==> config.mk <==
export PLATFORM = sky130hd
export DESIGN_NAME = gpio_pad_bank
export DESIGN_NICKNAME = d
export VERILOG_FILES = /design/src/rtl/gpb_pkg.sv /design/src/rtl/gpb_pin_regs.sv /design/src/rtl/gpb_sync.sv /design/src/rtl/gpb_read_mux.sv /design/src/rtl/gpio_pad_bank.sv
export SDC_FILE = /design/constraint.sdc
export NUM_CORES = 1
export LEC_CHECK = 0
export BUFFER_PORTS_ARGS = -buffer_cell sky130_fd_sc_hd__buf_2
export CORE_ASPECT_RATIO = 1.1
export CORE_MARGIN = 5
export CORE_UTILIZATION = 52
export CTS_BUF_LIST = sky130_fd_sc_hd__clkbuf_4 sky130_fd_sc_hd__clkbuf_8
export DETAILED_ROUTE_END_ITERATION = 8
export PLACE_DENSITY = 0.83
export SLEW_MARGIN = 0
export SYNTH_ARGS = -nofsm -noshare
export SYNTH_HDL_FRONTEND = slang
export SYNTH_SLANG_ARGS = --single-unit
==> constraint.sdc <==
create_clock -name clk -period 1.99 [get_ports clk]
set_input_delay 0.2985 -clock clk [delete_from_list [all_inputs] [get_ports clk]]
set_output_delay 0.2985 -clock clk [all_outputs]
set_load 0.005 [all_outputs]
==> src/rtl/gpb_pkg.sv <==
package gpb_pkg;

    localparam int REG_W    = 32;
    localparam int FUNC_W   = 3;
    localparam int PULL_W   = 2;
    localparam int DRV_W    = 3;

    // control word field positions
    localparam int FUNC_LSB = 0;
    localparam int DRV_LSB  = 4;
    localparam int PULL_LSB = 8;
    localparam int OE_BIT   = 12;

    // I/O word field positions
    localparam int OUT_BIT  = 0;
    localparam int IN_BIT   = 1;

    typedef enum logic [PULL_W-1:0] {
        BIAS_NONE = 2'd0,
        BIAS_DOWN = 2'd1,
        BIAS_KEEP = 2'd2,
        BIAS_UP   = 2'd3
    } bias_e;

    typedef enum logic {
        SEL_CTRL = 1'b0,
        SEL_IO   = 1'b1
    } regsel_e;

    typedef struct packed {
        logic              oe;
        bias_e             pull;
        logic [DRV_W-1:0]  drv;
        logic [FUNC_W-1:0] func;
    } ctrl_t;

    typedef struct packed {
        ctrl_t ctrl;
        logic  out;
    } pin_state_t;

    function automatic logic [REG_W-1:0] ctrl_to_word(input ctrl_t c);
        logic [REG_W-1:0] w;
        w = '0;
        w[FUNC_LSB +: FUNC_W] = c.func;
        w[DRV_LSB  +: DRV_W]  = c.drv;
        w[PULL_LSB +: PULL_W] = c.pull;
        w[OE_BIT]             = c.oe;
        return w;
    endfunction

    function automatic ctrl_t word_to_ctrl(input logic [REG_W-1:0] w);
        ctrl_t c;
        c.func = w[FUNC_LSB +: FUNC_W];
        c.drv  = w[DRV_LSB  +: DRV_W];
        c.pull = bias_e'(w[PULL_LSB +: PULL_W]);
        c.oe   = w[OE_BIT];
        return c;
    endfunction

    localparam logic [REG_W-1:0] CTRL_MASK = ctrl_to_word('{oe: 1'b1, pull: BIAS_UP,
                                                            drv: '1, func: '1});
    localparam logic [REG_W-1:0] IO_MASK   = (REG_W'(1) << OUT_BIT) | (REG_W'(1) << IN_BIT);

endpackage

==> src/rtl/gpb_pin_regs.sv <==
module gpb_pin_regs
    import gpb_pkg::*;
(
    input  logic             clk,
    input  logic             rst_n,
    input  logic             wr_ctrl,
    input  logic             wr_io,
    input  logic [REG_W-1:0] wdata,
    output ctrl_t            ctrl_q,
    output logic             out_q
);

    pin_state_t state_d, state_q;

    always_comb begin
        state_d = state_q;
        if (wr_ctrl) begin
            state_d.ctrl = word_to_ctrl(wdata);
        end
        if (wr_io) begin
            state_d.out = wdata[OUT_BIT];
        end
    end

    always_ff @(posedge clk or negedge rst_n) begin
        if (!rst_n) begin
            state_q <= '0;
        end else begin
            state_q <= state_d;
        end
    end

    assign ctrl_q = state_q.ctrl;
    assign out_q  = state_q.out;

    // without a strobe the registers keep their contents
    p_ctrl_hold_r9: assert property (@(posedge clk) disable iff (!rst_n)
        !wr_ctrl |=> $stable(ctrl_q));
    p_io_hold_r9: assert property (@(posedge clk) disable iff (!rst_n)
        !wr_io |=> $stable(out_q));

    // a control write lands one edge later
    p_ctrl_load_r2: assert property (@(posedge clk) disable iff (!rst_n)
        wr_ctrl |=> (ctrl_q.func == $past(wdata[FUNC_LSB +: FUNC_W])) &&
                    (ctrl_q.oe == $past(wdata[OE_BIT])));

    // the output level lands one edge later whatever the enable is
    p_io_load_r6: assert property (@(posedge clk) disable iff (!rst_n)
        wr_io |=> out_q == $past(wdata[OUT_BIT]));

endmodule

==> src/rtl/gpb_sync.sv <==
module gpb_sync #(
    parameter int W      = 8,
    parameter int STAGES = 2
) (
    input  logic         clk,
    input  logic         rst_n,
    input  logic [W-1:0] d,
    output logic [W-1:0] q
);

    typedef logic [STAGES-1:0][W-1:0] chain_t;

    chain_t chain_d, chain_q;

    always_comb begin
        chain_d[0] = d;
        for (int s = 1; s < STAGES; s++) begin
            chain_d[s] = chain_q[s-1];
        end
    end

    always_ff @(posedge clk or negedge rst_n) begin
        if (!rst_n) begin
            chain_q <= '0;
        end else begin
            chain_q <= chain_d;
        end
    end

    assign q = chain_q[STAGES-1];

    generate
        if (STAGES == 2) begin : g_chk
            logic [1:0] age_d, age_q;

            always_comb begin
                age_d = (age_q == 2'd2) ? age_q : age_q + 2'd1;
            end

            always_ff @(posedge clk or negedge rst_n) begin
                if (!rst_n) begin
                    age_q <= '0;
                end else begin
                    age_q <= age_d;
                end
            end

            // the synchronised level is the pad level from two edges back
            p_sync_latency_r7: assert property (@(posedge clk) disable iff (!rst_n)
                (age_q == 2'd2) |-> q == $past(d, 2));
        end
    endgenerate

endmodule

==> src/rtl/gpb_read_mux.sv <==
module gpb_read_mux
    import gpb_pkg::*;
#(
    parameter int NUM_PINS = 8,
    parameter int IDX_W    = 3
) (
    input  ctrl_t            ctrl   [NUM_PINS],
    input  logic [NUM_PINS-1:0] out_lvl,
    input  logic [NUM_PINS-1:0] in_lvl,
    input  logic [IDX_W-1:0] pin_sel,
    input  logic             reg_sel,
    output logic [REG_W-1:0] rdata
);

    logic sel_valid;

    always_comb begin
        sel_valid = (int'(pin_sel) < NUM_PINS);
        rdata     = '0;
        for (int i = 0; i < NUM_PINS; i++) begin
            if (sel_valid && (int'(pin_sel) == i)) begin
                if (regsel_e'(reg_sel) == SEL_CTRL) begin
                    rdata = ctrl_to_word(ctrl[i]);
                end else begin
                    rdata[OUT_BIT] = out_lvl[i];
                    rdata[IN_BIT]  = in_lvl[i];
                end
            end
        end
    end

endmodule

==> src/rtl/gpio_pad_bank.sv <==
module gpio_pad_bank
    import gpb_pkg::*;
#(
    parameter  int NUM_PINS    = 8,
    parameter  int SYNC_STAGES = 2,
    localparam int IDX_W       = (NUM_PINS > 1) ? $clog2(NUM_PINS) : 1
) (
    input  logic                       clk,
    input  logic                       rst_n,
    input  logic                       wr_en,
    input  logic [IDX_W-1:0]           pin_sel,
    input  logic                       reg_sel,
    input  logic [REG_W-1:0]           wdata,
    output logic [REG_W-1:0]           rdata,
    input  logic [NUM_PINS-1:0]        pad_in,
    output logic [NUM_PINS-1:0]        pad_out,
    output logic [NUM_PINS-1:0]        pad_oe,
    output logic [NUM_PINS*FUNC_W-1:0] pad_func,
    output logic [NUM_PINS*PULL_W-1:0] pad_pull,
    output logic [NUM_PINS*DRV_W-1:0]  pad_drv
);

    logic [NUM_PINS-1:0] wr_ctrl_vec;
    logic [NUM_PINS-1:0] wr_io_vec;
    logic [NUM_PINS-1:0] out_lvl;
    logic [NUM_PINS-1:0] in_sync;
    ctrl_t               ctrl_arr [NUM_PINS];

    gpb_sync #(
        .W      (NUM_PINS),
        .STAGES (SYNC_STAGES)
    ) u_sync (
        .clk   (clk),
        .rst_n (rst_n),
        .d     (pad_in),
        .q     (in_sync)
    );

    generate
        for (genvar i = 0; i < NUM_PINS; i++) begin : g_pin
            always_comb begin
                wr_ctrl_vec[i] = wr_en && (int'(pin_sel) == i) &&
                                 (regsel_e'(reg_sel) == SEL_CTRL);
                wr_io_vec[i]   = wr_en && (int'(pin_sel) == i) &&
                                 (regsel_e'(reg_sel) == SEL_IO);
            end

            gpb_pin_regs u_regs (
                .clk     (clk),
                .rst_n   (rst_n),
                .wr_ctrl (wr_ctrl_vec[i]),
                .wr_io   (wr_io_vec[i]),
                .wdata   (wdata),
                .ctrl_q  (ctrl_arr[i]),
                .out_q   (out_lvl[i])
            );

            assign pad_func[i*FUNC_W +: FUNC_W] = ctrl_arr[i].func;
            assign pad_pull[i*PULL_W +: PULL_W] = ctrl_arr[i].pull;
            assign pad_drv[i*DRV_W +: DRV_W]    = ctrl_arr[i].drv;
            assign pad_oe[i]                    = ctrl_arr[i].oe;
            assign pad_out[i]                   = out_lvl[i];

            // the enable only changes through a control write to this pin
            p_oe_change_r5: assert property (@(posedge clk) disable iff (!rst_n)
                !wr_ctrl_vec[i] |=> $stable(pad_oe[i]));
        end
    endgenerate

    gpb_read_mux #(
        .NUM_PINS (NUM_PINS),
        .IDX_W    (IDX_W)
    ) u_rd (
        .ctrl    (ctrl_arr),
        .out_lvl (out_lvl),
        .in_lvl  (in_sync),
        .pin_sel (pin_sel),
        .reg_sel (reg_sel),
        .rdata   (rdata)
    );

    // unnamed bits read as zero
    p_ctrl_mask_r8: assert property (@(posedge clk) disable iff (!rst_n)
        (regsel_e'(reg_sel) == SEL_CTRL) |-> (rdata & ~CTRL_MASK) == '0);
    p_io_mask_r8: assert property (@(posedge clk) disable iff (!rst_n)
        (regsel_e'(reg_sel) == SEL_IO) |-> (rdata & ~IO_MASK) == '0);

    // at most one register of one pin is written per cycle
    p_one_target_r9: assert property (@(posedge clk) disable iff (!rst_n)
        $onehot0({wr_ctrl_vec, wr_io_vec}));

endmodule

## Yosys cells after proc, flatten, opt, wreduce, memory -nomap -nowiden

Index checks and enable logic that the tools add are counted.

- Register bits: 96
- Bits of input ports: 47

- Muxes and demuxes: 24
- Eq/ne operators: 7
- Reduce and logical (&&, ||, !) cells: 25
- Bitwise operators: 1

Operators with widths:

| kind | count |
|---|---|
| 32-bit 2-to-1 mux | 7 |
| 30-bit 2-to-1 mux | 7 |
| 1-bit logical AND | 24 |
| 2-bit 2-to-1 mux | 8 |
| 13-bit 2-to-1 mux | 1 |
| 3-bit == test, second input constant | 4 |
| 11-bit 2-to-1 mux | 1 |
| 3-bit by 2-bit == test with 1-bit output, second input constant | 2 |
| 3-bit by 1-bit == test with 1-bit output, second input constant | 1 |
| 3-bit zero test | 1 |
| 1-bit NOT | 1 |

## Depth between registers and ports, before layout

- Depth after elaboration: 16
- Gate-level depth with buffers: 6
- Mapped depth without buffers: 4

## By module

A second synthesis with hierarchy kept.

- Cells, all modules: 313
- Area, all modules: 4780.8 µm²

Modules (own cells, without submodules):

| module | cells an instance | area each (µm²) | times used |
|---|---|---|---|
| gpb_pin_regs | 21 | 407.9 | 8 |
| gpb_read_mux | 106 | 997.2 | 1 |
| gpb_sync | 16 | 400.4 | 1 |
| gpio_pad_bank | 23 | 120.1 | 1 |

## Least setup slack after synthesis

No wires, ideal clock.

- Kind: input port to output port
- Start point: input pin_sel[0]
- End point: output rdata[5]
- Path slack: 0.231 ns
- Required time: 1.691 ns
- Stages on the path: 5
- Data arrival time: 1.461 ns
- Path through: buf_4 buf_2 mux4_2 mux2i_1 nor2_1

- Word-level cells in the longest chain between the ends: 16
- Elaborated cells on any way between the ends: 23
- Classes of those cells: eq/ne (7); mux (15); reduce/logical (1)

Ends and longest elaborated chain:

| item | RTL line | text |
|---|---|---|
| from (decl) | gpio_pad_bank.sv:11 | `input logic [IDX_W-1:0] pin_sel,` |
| 3-bit zero test | gpb_read_mux.sv:21 | `if (sel_valid && (int'(pin_sel) == i)) begin` |
| 13-bit 2-to-1 mux | gpb_read_mux.sv:21 |  |
| 30-bit 2-to-1 mux | gpb_read_mux.sv:22 | `if (regsel_e'(reg_sel) == SEL_CTRL) begin` |
| 32-bit 2-to-1 mux | gpb_read_mux.sv:21 |  |
| 30-bit 2-to-1 mux | gpb_read_mux.sv:22 |  |
| 32-bit 2-to-1 mux | gpb_read_mux.sv:21 |  |
| 30-bit 2-to-1 mux | gpb_read_mux.sv:22 |  |
| 32-bit 2-to-1 mux | gpb_read_mux.sv:21 |  |
| 30-bit 2-to-1 mux | gpb_read_mux.sv:22 |  |
| 32-bit 2-to-1 mux | gpb_read_mux.sv:21 |  |
| 30-bit 2-to-1 mux | gpb_read_mux.sv:22 |  |
| 32-bit 2-to-1 mux | gpb_read_mux.sv:21 |  |
| 30-bit 2-to-1 mux | gpb_read_mux.sv:22 |  |
| 32-bit 2-to-1 mux | gpb_read_mux.sv:21 |  |
| 30-bit 2-to-1 mux | gpb_read_mux.sv:22 |  |
| 32-bit 2-to-1 mux (*) | gpb_read_mux.sv:21 |  |
| to (decl) | gpio_pad_bank.sv:14 | `output logic [REG_W-1:0] rdata,` |

Every way passes the cells marked *; elsewhere a longest branch is shown, timed or not.

## Worst setup path after layout

- Start point: register g_pin[2].u_regs.state_q, in the netlist g_pin[2].u_regs.ctrl_q[1]
- End point: output rdata[1]

- Word-level cells in the longest chain between the ends: 7

Ends and longest elaborated chain:

| item | RTL line | text |
|---|---|---|
| from (decl) | gpb_pin_regs.sv:13 | `pin_state_t state_d, state_q;` |
| from (signal assigned) | gpb_pin_regs.sv:29 | `state_q <= state_d;` |
| 2-bit 2-to-1 mux | gpb_read_mux.sv:22 |  |
| 32-bit 2-to-1 mux (6 in a row) | gpb_read_mux.sv:21 |  |

No other way between the ends.

==> out/metrics.cfg <==
[synthesis]
ys_warn_count = 0
ys_types = 31
avgSynthCellArea_um2 = 14.6
ys_ff_latch = 96
seq_area_frac_synth = 0.529
synthCells = 310
netlist_area_um2 = 4540

[min_path]
hold_start = pad_in[2]
hp-class = in2reg

[route]
viasPerCell = 5.49
avgRoutedWirePerCell_um = 20.8
drc = 0
ant_nets = 0
dr_total_vias = 3032
drt-total-wl_um = 11500
drtIter0Drc = 175
first_pass_iters = 6

[die]
die-area_um2 = 10700
die_w_um = 99.1
die_h_um = 108
start_util = 0.537
pin_count = 159
core_um2 = 8450
row_count = 35

[clock_network]
clk_latency_ns = 0.36
cts_buffer_depth = 2
clk_pin_slew_ns = 0.09
numCtsBuffers = 9
cts_tree = done
cts-root-buf = clkbuf_8
htree_levels = 3
cts_num_sinks = 96

[place]
pre_cts_slack_ns = 0.121
dp_cells = 533
gp_congestion = 0.847
port_buffers = 112
hpwl_um = 8260

[worst_setup_path]
cp.required_ns = 1.69
worst-setup-path-type = reg2out
slowest_stage = mux4_2
slowest_delay_ns = 0.49
cp-startpoint = g_pin[2].u_regs.ctrl_q[1]
worstSetupStartpointType = register
endpoint_kind = primary output
worst-path-buf-inv = 1
arrival_ns = 1.65
cp_top_family = multiplexers
cp_cell_sequence = mux4_2 > a21oi_2 > o221ai_2 > buf_2
path_max_fanout = 2
regToRegStartpoint = g_pin[2].u_regs.ctrl_q[1]

[sta]
finalWorstSetupSlack_ns = 0.0376
slew_headroom = 0.658
period_minus_slack_ns = 1.95
report.final.slew_viol_count = 0
finalCritPeriodShare = 0.981
finalSetupTns_ns = 0
hold_violations = 0
skew_ns = 0.00378
worst_pin_slew_ns = 0.512
rsz0062_at_grt = true
setup_violations = 0
max_freq_mhz = 512

[layout]
fin_cells = 552
n_antenna_cell = 0
layout-drive-gt1-share = 0.592
num-nets-final = 485
post-route-util = 0.652
layout_commonest_cell = buf_2
areaGrowthSynthToFinish_pct = 21.4
final_cell_mix = buf_2 (111), dfrtp_1 (96), mux2_2 (69), buf_4 (25), conb_1 (23)

[power]
p_per_area_nw_per_um2 = 994
finalPower_mw = 5.48
vdd_ir_drop_max_uv = 570
p_leak_nw = 2.71

[global_routing]
grt_pass1_wl_um = 18200
grt_pass1_vias = 3382
grt_max_degree = 47
overflow = 0
grt.total_usage = 0.224
antenna_found_initial = 0

[run_status]
status = finished clean

[job]
drv_cap = 0

-- metrics by stage --
stage	hold WS, ns	area (um2)
floorplan	0.00291	4620
global placement	0.249	5240
detailed placement	0.258	5240
CTS	0.0282	5490
global route	0.0167	5510
finish	0.0354	5510
-- cell type report --
| class | count | area, um2 |
|---|---|---|
| tap | 111 | 139 |
| sequential | 96 | 2400 |
| clock inverter | 3 | 67.6 |
| timing repair buffer | 141 | 833 |
| inverter | 2 | 7.51 |
| multi-input combinational | 188 | 1920 |
| fill | 632 | 2940 |
| clock buffer | 11 | 145 |
-- worst paths after layout --
check                      cells after the start  slack, ns                         to
min in group asynchronous                      2       0.41  g_pin[1].u_regs.ctrl_q[5]
max in group asynchronous                      3       0.91  g_pin[2].u_regs.ctrl_q[5]
hold reg to reg                                0       0.36                u_sync.q[3]
setup reg to reg                               3       0.98  g_pin[2].u_regs.ctrl_q[1]
setup / recovery                               4       0.04                   rdata[1]
hold / removal                                 1       0.04         u_sync.chain_d[10]
-- synth_stat cells, drive strengths merged --
cell type	number	share of area
mux4	16	0.079
clkbuf	1	0.00083
nor2	16	0.013
o221ai	2	0.0039
dfrtp	96	0.53
nor2b	1	0.0030
nand2	4	0.0039
nand2b	3	0.0058
a21oi	4	0.0044
or3b	1	0.0019
mux2	80	0.21
nor3	6	0.012
conb	1	0.00083
nor3b	1	0.0017
and3	1	0.0014
inv	2	0.0017
nand3	3	0.0033
buf	45	0.070
o22ai	4	0.0055
nand4	1	0.0028
nor4	1	0.0047
nand3b	2	0.0033
mux2i	19	0.042
-- what timing repair did --
action                     CTS  global route
hold buffers                 1             0
resized for setup            2             2
setup endpoints to repair    2             2
cloned                       0             0
hold endpoints to repair    27             0
pin swaps                    1             4
setup buffers                3             1
-- logic make-up (layout without fill, tap and decap cells) --
group                  count (synthesis)  in the layout  share of synthesized area
muxes                                115            115                      0.327
DFF                                   96             96                      0.529
buffers and inverters                 48            157                     0.0725
and+or+nand+nor                       40             40                     0.0565
AOI/OAI and AO/OA                     10             10                     0.0138
other                                  1             23                   0.000826
-- flip-flops by register name, indices dropped and copies added, names as in the netlist --
register / flops
g_pin.u_regs.out_q: 8
u_sync.q: 8
u_sync.chain_d: 8
g_pin.u_regs.ctrl_q: 72
-- where the power goes --
part	internal, mW	switching [mW]	total [mW]
clock	0.743	0.650	1.39
combinational	0.832	0.590	1.42
sequential	2.35	0.315	2.66
-- per-layer routing --
layer  track usage  vias to the layer above  share of wire
met5             0                        -              0
li1              -                     1316              -
met3        0.0626                       23          0.069
met4        0.0907                        0          0.025
met1         0.279                     1562           0.40
met2         0.371                      131           0.51
(Power assumes the default switching activity.)
